==> src/rtl/uart_mp_pkg.sv <==
package uart_mp_pkg;
    localparam int OSR    = 16;
    localparam int WORD_W = 9;

    typedef struct packed {
        logic              ferr;
        logic              perr;
        logic [WORD_W-1:0] data;
    } rx_word_t;

    typedef struct packed {
        logic nine;
        logic par_en;
        logic par_odd;
        logic two_stop;
    } frame_cfg_t;

    typedef enum logic [2:0] {ST_IDLE, ST_START, ST_DATA, ST_PAR, ST_STOP} line_state_e;

    function automatic logic calc_parity(logic [WORD_W-1:0] d, logic nine, logic odd);
        logic p;
        p = ^d[7:0];
        if (nine) p = p ^ d[8];
        return p ^ odd;
    endfunction

    function automatic logic vote3(logic a, logic b, logic c);
        return (a & b) | (a & c) | (b & c);
    endfunction
endpackage

==> src/rtl/uart_mp_baud.sv <==
module uart_mp_baud #(
    parameter int DIV_W = 16
) (
    input  logic             clk,
    input  logic             rst,
    input  logic [DIV_W-1:0] div,
    output logic             tick
);
    logic [DIV_W-1:0] cnt;

    always_ff @(posedge clk) begin
        if (rst) begin
            cnt  <= '0;
            tick <= 1'b0;
        end else if (cnt == '0) begin
            cnt  <= div;
            tick <= 1'b1;
        end else begin
            cnt  <= cnt - 1'b1;
            tick <= 1'b0;
        end
    end


    tick_spacing_chk: assert property (@(posedge clk) disable iff (rst)
        (tick && div != '0 && $stable(div)) |=> !tick);
endmodule

==> src/rtl/uart_mp_fifo.sv <==
module uart_mp_fifo #(
    parameter int W     = 9,
    parameter int DEPTH = 16
) (
    input  logic         clk,
    input  logic         rst,
    input  logic         single,
    input  logic         push,
    input  logic [W-1:0] din,
    input  logic         pop,
    output logic [W-1:0] dout,
    output logic         empty,
    output logic         full
);
    localparam int AW = (DEPTH > 1) ? $clog2(DEPTH) : 1;
    localparam int CW = $clog2(DEPTH + 1);

    logic [W-1:0]  mem [DEPTH];
    logic [AW-1:0] wp, rp;
    logic [CW-1:0] cnt;
    logic          do_push, do_pop;

    assign empty   = (cnt == '0);
    assign full    = single ? (cnt != '0) : (cnt == CW'(DEPTH));
    assign do_push = push && !full;
    assign do_pop  = pop && !empty;
    assign dout    = mem[rp];

    always_ff @(posedge clk) begin
        if (do_push) mem[wp] <= din;
    end

    always_ff @(posedge clk) begin
        if (rst) begin
            wp  <= '0;
            rp  <= '0;
            cnt <= '0;
        end else begin
            if (do_push) wp <= (wp == AW'(DEPTH - 1)) ? '0 : wp + 1'b1;
            if (do_pop)  rp <= (rp == AW'(DEPTH - 1)) ? '0 : rp + 1'b1;
            if (do_push && !do_pop)      cnt <= cnt + 1'b1;
            else if (do_pop && !do_push) cnt <= cnt - 1'b1;
        end
    end


    fifo_bound_chk: assert property (@(posedge clk) disable iff (rst)
        cnt <= CW'(DEPTH));

    fifo_hold_chk: assert property (@(posedge clk) disable iff (rst)
        (full && push && !pop) |=> (cnt == $past(cnt)));
endmodule

==> src/rtl/uart_mp_tx.sv <==
module uart_mp_tx
    import uart_mp_pkg::*;
(
    input  logic              clk,
    input  logic              rst,
    input  logic              tick,
    input  frame_cfg_t        cfg,
    input  logic              avail,
    input  logic [WORD_W-1:0] din,
    output logic              pop,
    output logic              line
);
    line_state_e       state;
    logic [3:0]        tcnt;
    logic [3:0]        bitn;
    logic [WORD_W-1:0] sh;
    logic              par_b;
    logic              stop2;
    logic [3:0]        last_bit;

    assign last_bit = cfg.nine ? 4'd8 : 4'd7;

    always_ff @(posedge clk) begin
        if (rst) begin
            state <= ST_IDLE;
            line  <= 1'b1;
            pop   <= 1'b0;
            tcnt  <= '0;
            bitn  <= '0;
            sh    <= '0;
            par_b <= 1'b0;
            stop2 <= 1'b0;
        end else begin
            pop <= 1'b0;
            if (state == ST_IDLE) begin
                line <= 1'b1;
                if (tick && avail) begin
                    pop   <= 1'b1;
                    sh    <= din;
                    par_b <= calc_parity(din, cfg.nine, cfg.par_odd);
                    tcnt  <= '0;
                    line  <= 1'b0;
                    state <= ST_START;
                end
            end else if (tick) begin
                tcnt <= tcnt + 4'd1;
                if (tcnt == 4'(OSR - 1)) begin
                    case (state)
                        ST_START: begin
                            bitn  <= '0;
                            line  <= sh[0];
                            state <= ST_DATA;
                        end
                        ST_DATA: begin
                            if (bitn == last_bit) begin
                                if (cfg.par_en) begin
                                    line  <= par_b;
                                    state <= ST_PAR;
                                end else begin
                                    line  <= 1'b1;
                                    stop2 <= cfg.two_stop;
                                    state <= ST_STOP;
                                end
                            end else begin
                                bitn <= bitn + 4'd1;
                                sh   <= sh >> 1;
                                line <= sh[1];
                            end
                        end
                        ST_PAR: begin
                            line  <= 1'b1;
                            stop2 <= cfg.two_stop;
                            state <= ST_STOP;
                        end
                        default: begin
                            line <= 1'b1;
                            if (stop2) stop2 <= 1'b0;
                            else       state <= ST_IDLE;
                        end
                    endcase
                end
            end
        end
    end


    tx_start_low_chk: assert property (@(posedge clk) disable iff (rst)
        (state == ST_START) |-> !line);
endmodule

==> src/rtl/uart_mp_rx.sv <==
module uart_mp_rx
    import uart_mp_pkg::*;
(
    input  logic       clk,
    input  logic       rst,
    input  logic       tick,
    input  frame_cfg_t cfg,
    input  logic       rx_in,
    output logic       done,
    output rx_word_t   word
);
    line_state_e       state;
    logic [3:0]        tcnt;
    logic [3:0]        bitn;
    logic              s7, s8, vote;
    logic [WORD_W-1:0] sh;
    logic              perr_r;
    logic [3:0]        last_bit;

    assign last_bit = cfg.nine ? 4'd8 : 4'd7;
    assign vote     = vote3(s7, s8, rx_in);

    always_ff @(posedge clk) begin
        if (rst) begin
            state  <= ST_IDLE;
            tcnt   <= '0;
            bitn   <= '0;
            s7     <= 1'b1;
            s8     <= 1'b1;
            sh     <= '0;
            perr_r <= 1'b0;
            done   <= 1'b0;
            word   <= '0;
        end else begin
            done <= 1'b0;
            if (state == ST_IDLE) begin
                if (tick && !rx_in) begin
                    tcnt   <= 4'd1;
                    sh     <= '0;
                    perr_r <= 1'b0;
                    state  <= ST_START;
                end
            end else if (tick) begin
                tcnt <= tcnt + 4'd1;
                if (tcnt == 4'd7) s7 <= rx_in;
                if (tcnt == 4'd8) s8 <= rx_in;
                if (tcnt == 4'd9) begin
                    case (state)
                        ST_START: if (vote) state <= ST_IDLE;
                        ST_DATA:  sh[bitn] <= vote;
                        ST_PAR:   perr_r <= vote ^ calc_parity(sh, cfg.nine, cfg.par_odd);
                        default: begin
                            done       <= 1'b1;
                            word.data  <= sh;
                            word.perr  <= cfg.par_en & perr_r;
                            word.ferr  <= !vote;
                            state      <= ST_IDLE;
                        end
                    endcase
                end
                if (tcnt == 4'(OSR - 1)) begin
                    case (state)
                        ST_START: begin
                            bitn  <= '0;
                            state <= ST_DATA;
                        end
                        ST_DATA: begin
                            if (bitn == last_bit) state <= cfg.par_en ? ST_PAR : ST_STOP;
                            else                  bitn  <= bitn + 4'd1;
                        end
                        ST_PAR:  state <= ST_STOP;
                        default: state <= state;
                    endcase
                end
            end
        end
    end


    rx_done_pulse_chk: assert property (@(posedge clk) disable iff (rst)
        done |=> !done);

    rx_start_entry_chk: assert property (@(posedge clk) disable iff (rst)
        ($past(state) == ST_IDLE && state == ST_START) |-> ($past(tick) && !$past(rx_in)));
endmodule

==> src/rtl/uart_mp.sv <==
module uart_mp
    import uart_mp_pkg::*;
#(
    parameter int FIFO_DEPTH = 16,
    parameter int DIV_W      = 16
) (
    input  logic             clk,
    input  logic             rst,
    input  logic [DIV_W-1:0] cfg_div,
    input  logic             cfg_nine,
    input  logic             cfg_par_en,
    input  logic             cfg_par_odd,
    input  logic             cfg_two_stop,
    input  logic             cfg_fifo_en,
    input  logic             cfg_loop,
    input  logic             cfg_addr_wake,
    input  logic [7:0]       cfg_node,
    input  logic             tx_wr,
    input  logic [8:0]       tx_data,
    output logic             tx_full,
    input  logic             rx_rd,
    output logic [8:0]       rx_data,
    output logic             rx_perr,
    output logic             rx_ferr,
    output logic             rx_empty,
    output logic             rx_ovr,
    input  logic             rxd,
    output logic             txd
);
    localparam int RXW = $bits(rx_word_t);

    frame_cfg_t        fcfg;
    logic              tick;
    logic              tx_empty, tx_pop, tx_line;
    logic [WORD_W-1:0] tx_head;
    logic [1:0]        sync;
    logic              rx_src;
    logic              rx_done;
    rx_word_t          rx_word, rx_head;
    logic [RXW-1:0]    rx_head_bits;
    logic              rx_full;
    logic              awake, filt_on, is_addr, match, keep;

    assign fcfg = '{nine: cfg_nine, par_en: cfg_par_en, par_odd: cfg_par_odd, two_stop: cfg_two_stop};

    uart_mp_baud #(.DIV_W(DIV_W)) u_baud (
        .clk(clk), .rst(rst), .div(cfg_div), .tick(tick));

    uart_mp_fifo #(.W(WORD_W), .DEPTH(FIFO_DEPTH)) u_txq (
        .clk(clk), .rst(rst), .single(!cfg_fifo_en),
        .push(tx_wr), .din(tx_data), .pop(tx_pop),
        .dout(tx_head), .empty(tx_empty), .full(tx_full));

    uart_mp_tx u_tx (
        .clk(clk), .rst(rst), .tick(tick), .cfg(fcfg),
        .avail(!tx_empty), .din(tx_head), .pop(tx_pop), .line(tx_line));

    assign txd    = cfg_loop | tx_line;
    assign rx_src = cfg_loop ? tx_line : rxd;

    always_ff @(posedge clk) begin
        if (rst) sync <= 2'b11;
        else     sync <= {sync[0], rx_src};
    end

    uart_mp_rx u_rx (
        .clk(clk), .rst(rst), .tick(tick), .cfg(fcfg),
        .rx_in(sync[1]), .done(rx_done), .word(rx_word));

    assign filt_on = cfg_addr_wake & cfg_nine;
    assign is_addr = rx_word.data[8];
    assign match   = (rx_word.data[7:0] == cfg_node);
    assign keep    = !filt_on || (is_addr ? match : awake);

    always_ff @(posedge clk) begin
        if (rst || !filt_on)         awake <= 1'b0;
        else if (rx_done && is_addr) awake <= match;
    end

    uart_mp_fifo #(.W(RXW), .DEPTH(FIFO_DEPTH)) u_rxq (
        .clk(clk), .rst(rst), .single(!cfg_fifo_en),
        .push(rx_done && keep), .din(rx_word), .pop(rx_rd),
        .dout(rx_head_bits), .empty(rx_empty), .full(rx_full));

    assign rx_head = rx_word_t'(rx_head_bits);
    assign rx_data = rx_head.data;
    assign rx_perr = rx_head.perr;
    assign rx_ferr = rx_head.ferr;
    assign rx_ovr  = rx_done && keep && rx_full;


    ovr_keeps_full_chk: assert property (@(posedge clk) disable iff (rst)
        (rx_ovr && !rx_rd) |=> !rx_empty);

    sleep_drop_chk: assert property (@(posedge clk) disable iff (rst)
        (rx_done && filt_on && !is_addr && !awake && !rx_rd) |=> $stable(rx_empty));
endmodule

==> config.mk <==
export PLATFORM = sky130hd
export DESIGN_NAME = uart_mp
export DESIGN_NICKNAME = d
export VERILOG_FILES = /design/src/rtl/uart_mp_pkg.sv /design/src/rtl/uart_mp_baud.sv /design/src/rtl/uart_mp_fifo.sv /design/src/rtl/uart_mp_tx.sv /design/src/rtl/uart_mp_rx.sv /design/src/rtl/uart_mp.sv
export SDC_FILE = /design/constraint.sdc
export NUM_CORES = 1
export LEC_CHECK = 0
export CORE_MARGIN = 8
export CORE_UTILIZATION = 45
export CTS_BUF_LIST = sky130_fd_sc_hd__clkbuf_4 sky130_fd_sc_hd__clkbuf_8 sky130_fd_sc_hd__clkbuf_16
export DETAILED_ROUTE_END_ITERATION = 8
export PLACE_DENSITY = 0.64
export SYNTH_ARGS = -nofsm -noshare
export SYNTH_HDL_FRONTEND = slang
export SYNTH_HIERARCHICAL = 1
export SYNTH_SLANG_ARGS = --single-unit
export TNS_END_PERCENT = 1
==> constraint.sdc <==
create_clock -name clk -period 3.2 [get_ports clk]
set_clock_uncertainty 0.05 [all_clocks]
set_input_delay 0.64 -clock clk [delete_from_list [all_inputs] [get_ports clk]]
set_output_delay 0.64 -clock clk [all_outputs]
set_load 0.02 [all_outputs]
==> results.md <==
- Outcome: completed
- Root buf cell: clkbuf_16
- Diodes inserted: 0
- Global-route usage over all layers: 16.31%
- Critical path required time: 2510 ps
- CTS Buf Count: 46
- Pin count of the biggest net entering global routing: 68
- Crit Path Class: input port to output pin
- Clock-pin slew on the worst setup and hold paths: 60 ps
- Vias in the first global route: 10800
- P_leak: 7.259 nW
- CP max FO: 5
- First-pass GRT wire length: 61150 um
- Max-slew violations: 0
- Vias per cell: 5.518
- RSZ-0062 raised after global routing: yes
- DR vias: 10750
- Area grow syn2layout: 18.21%
- Highest Clock Rate: 324.2 MHz
- Chip height: 217.9 um
- Tot Pwr: 14.91 mW
- # setup viols final: 0
- Predominant post-synthesis flop cell: edfxtp_1
- Hold Buf Count CTS: 0
- Rel. slew slack: 55.10%
- Slowest cell on crit path: clkdlybuf4s50_1
- Routed len/inst: 19.68 um
- Clk buf depth: 3
- Post-synthesis sequential area ratio: 64.74%
- Remaining antenna violation count: 0
- Worst R2R Start: u_rxq/cnt[0]
- Wirelength, routed: 38360 um
- CTS tree: built
- Asr flop ratio synth: 0%
- Crit path max-delay family: buffers and inverters
- Cell taking the most area after synthesis: edfxtp_1
- Setup crit end kind: output pin
- Maximum VDD drop: 462.6 uV
- Buf+Inv Stages, Crit Path: 3
- Post-synthesis register bit count: 433
- Synth area leaders: edfxtp_1 52%, dfxtp_1 12%, mux4_2 9.8%, nand2_1 2.2%, ha_1 2.1%
- Final min period: 3085 ps
- Post-synth top cells: 320 x edfxtp_1, 113 x dfxtp_1, 108 x nand2_1
- DRC violations left: 0
- Pwr Density: 687.8 mW/mm^2
- Synthesized Nets: 1341
- Worst min path class: flip-flop to flip-flop
- Port Buffers: 59
- Worst min-delay path startpoint: sync[0]
- Die area: 0.04747 sq mm
- Core Region: 0.04055 sq mm
- Crit. Startpoint: cfg_node[0]
- WP data arrival: 2390 ps
- Max incr delay on CP: 480 ps
- Synthesized area: 0.01834 sq mm
- Post-synth EDFFs: 320
- Period utilization: 96.40%
- IO Count: 60
- DP HPWL: 24870 um
- H-Tree Depth: 2
- Sum Neg Setup Slack: 0 ps
- Syn Area/Cell: 14.52 sq um
- Final hold vios: 0
- Crit-path cells: clkdlybuf4s50_1 -> xnor2_1 -> nand4_1 -> o31ai_2 -> buf_4 -> and2_1 -> dlygate4sd2_1
- Clock sink total: 433
- Initial DRC count: 746
- Antenna violations before repair: 0
- Slew at the pin with the worst max-slew slack: 664.8 ps
- Grt total ovfl: 0
- Hold slack: 362.3 ps
- Width of the die: 217.9 um
- Skew-Pair Late Insertion Delay: 560 ps
- Yosys warning total: 6
- CP Launch Type: input port
- Top cell type's share of synthesized area: 52.40%
- Gpl congestion: 0.7692
- Initial DRT Pass Iterations: 5
- Max cap viols: 0
- Share of cells above drive strength 1: 20.18%
- Netlist cell types: 81
- Starting Density: 45.22%
- Nets: 1460
- # rows: 74
- Top-count cell post-synth: edfxtp_1
- Synthesized instance count: 1263
state kept, by name, indices dropped and copies added (netlist names), 5 cells and up, named ones only:
name        count
u_rxq/cnt       5
u_rx/sh         9
u_txq/mem     144
u_rxq/mem     176
u_txq/cnt       5
u_rx/word      11
u_baud/cnt     16
u_tx/sh         9
cells in the final DEF, fill, tap and decap left out, types with 8 or more instances in the layout:
master           Yosys  routed
a22oi_1             44      38
mux2i_1             11      11
inv_1               31      31
nand2_1            108     108
a211oi_1            10      10
nand3_1             26      26
buf_4                0      62
nor3_1              16      12
nand2b_1             9       9
nor2_1              92      92
mux4_2              80      80
buf_12               0      15
ha_1                31      31
xor2_1              14      14
xnor2_1             35      35
clkbuf_16            0      47
dlygate4sd2_1        0      12
nor2b_1             13      13
edfxtp_1           320     320
o21ai_0             30      30
dfxtp_1            113     110
nand4_1              9       9
a21oi_1             65      64
clkdlybuf4s50_1      0      45
nand3b_1            11      11
a311oi_2             8       8
layout make-up:
class,instances,area [sq um]
sequential,433,11880
clock buffer,57,1270
clock inverter,26,314.1
timing repair buffer,135,1334
inverter,31,116.4
tap,532,665.6
fill,3341,18880
multi-input combinational,735,6100
layer usage:
layer	wire (um)	track usage, %
met5	0	0
met3	1871	2.746
met2	18500	26.76
met1	16950	21.71
met4	1035	5.889
path summary, 6_finish.rpt:
| kind | cells after the start | slack (ps) | end |
|---|---|---|---|
| max | 7 | 120 | rx_ovr |
| max reg2reg | 10 | 230 | u_rxq/cnt[4] |
| min reg2reg | 1 | 360 | sync[1] |
| min | 1 | 360 | sync[1] |
power breakdown:
part,internal (mW),switching [mW]
combinational,1.40,1.47
sequential,6.27,0.259
clock,3.38,2.14
kinds of logic (layout without fill, tap and decap cells):
logic type | after synthesis | count (layout) | synth area share (%)
compound gates | 219 | 219 | 8.311
xor+xnor | 49 | 49 | 2.340
fa+ha+maj | 33 | 33 | 2.334
buf+inv | 95 | 249 | 2.293
flops | 433 | 433 | 64.74
mux | 94 | 94 | 10.63
simple gates | 340 | 340 | 9.355
worst register-to-register path, cell delays in order, from the launching register on:
cell,delay [ps]
dfxtp_1,350
or4_4,590
o21ai_1,420
ha_1,270
inv_1,90
buf_4,150
ha_1,210
a21oi_2,150
a211oi_1,90
a31oi_1,160
mux2_2,340
through the flow:
step / setup slack, ps / cells / utilization, % / cell area (sq um)
floorplan: 105.8 / 1263 / - / 18340
global placement: -395.6 / 1866 / 49.49 / 20070
detailed placement: -438.7 / 1866 / 49.49 / 20070
CTS: 29.33 / 1949 / 53.41 / 21660
global route: -8.506 / 1949 / 53.45 / 21680
finish: 115.2 / 1949 / 53.45 / 21680
what timing repair did:
item                       CTS  global route
resized for setup           17             4
pin swaps                    0             1
gates cloned                 0             0
setup endpoints to repair   12             4
buffers inserted             0             0
No activity file was read; power rests on OpenSTA's default activity.
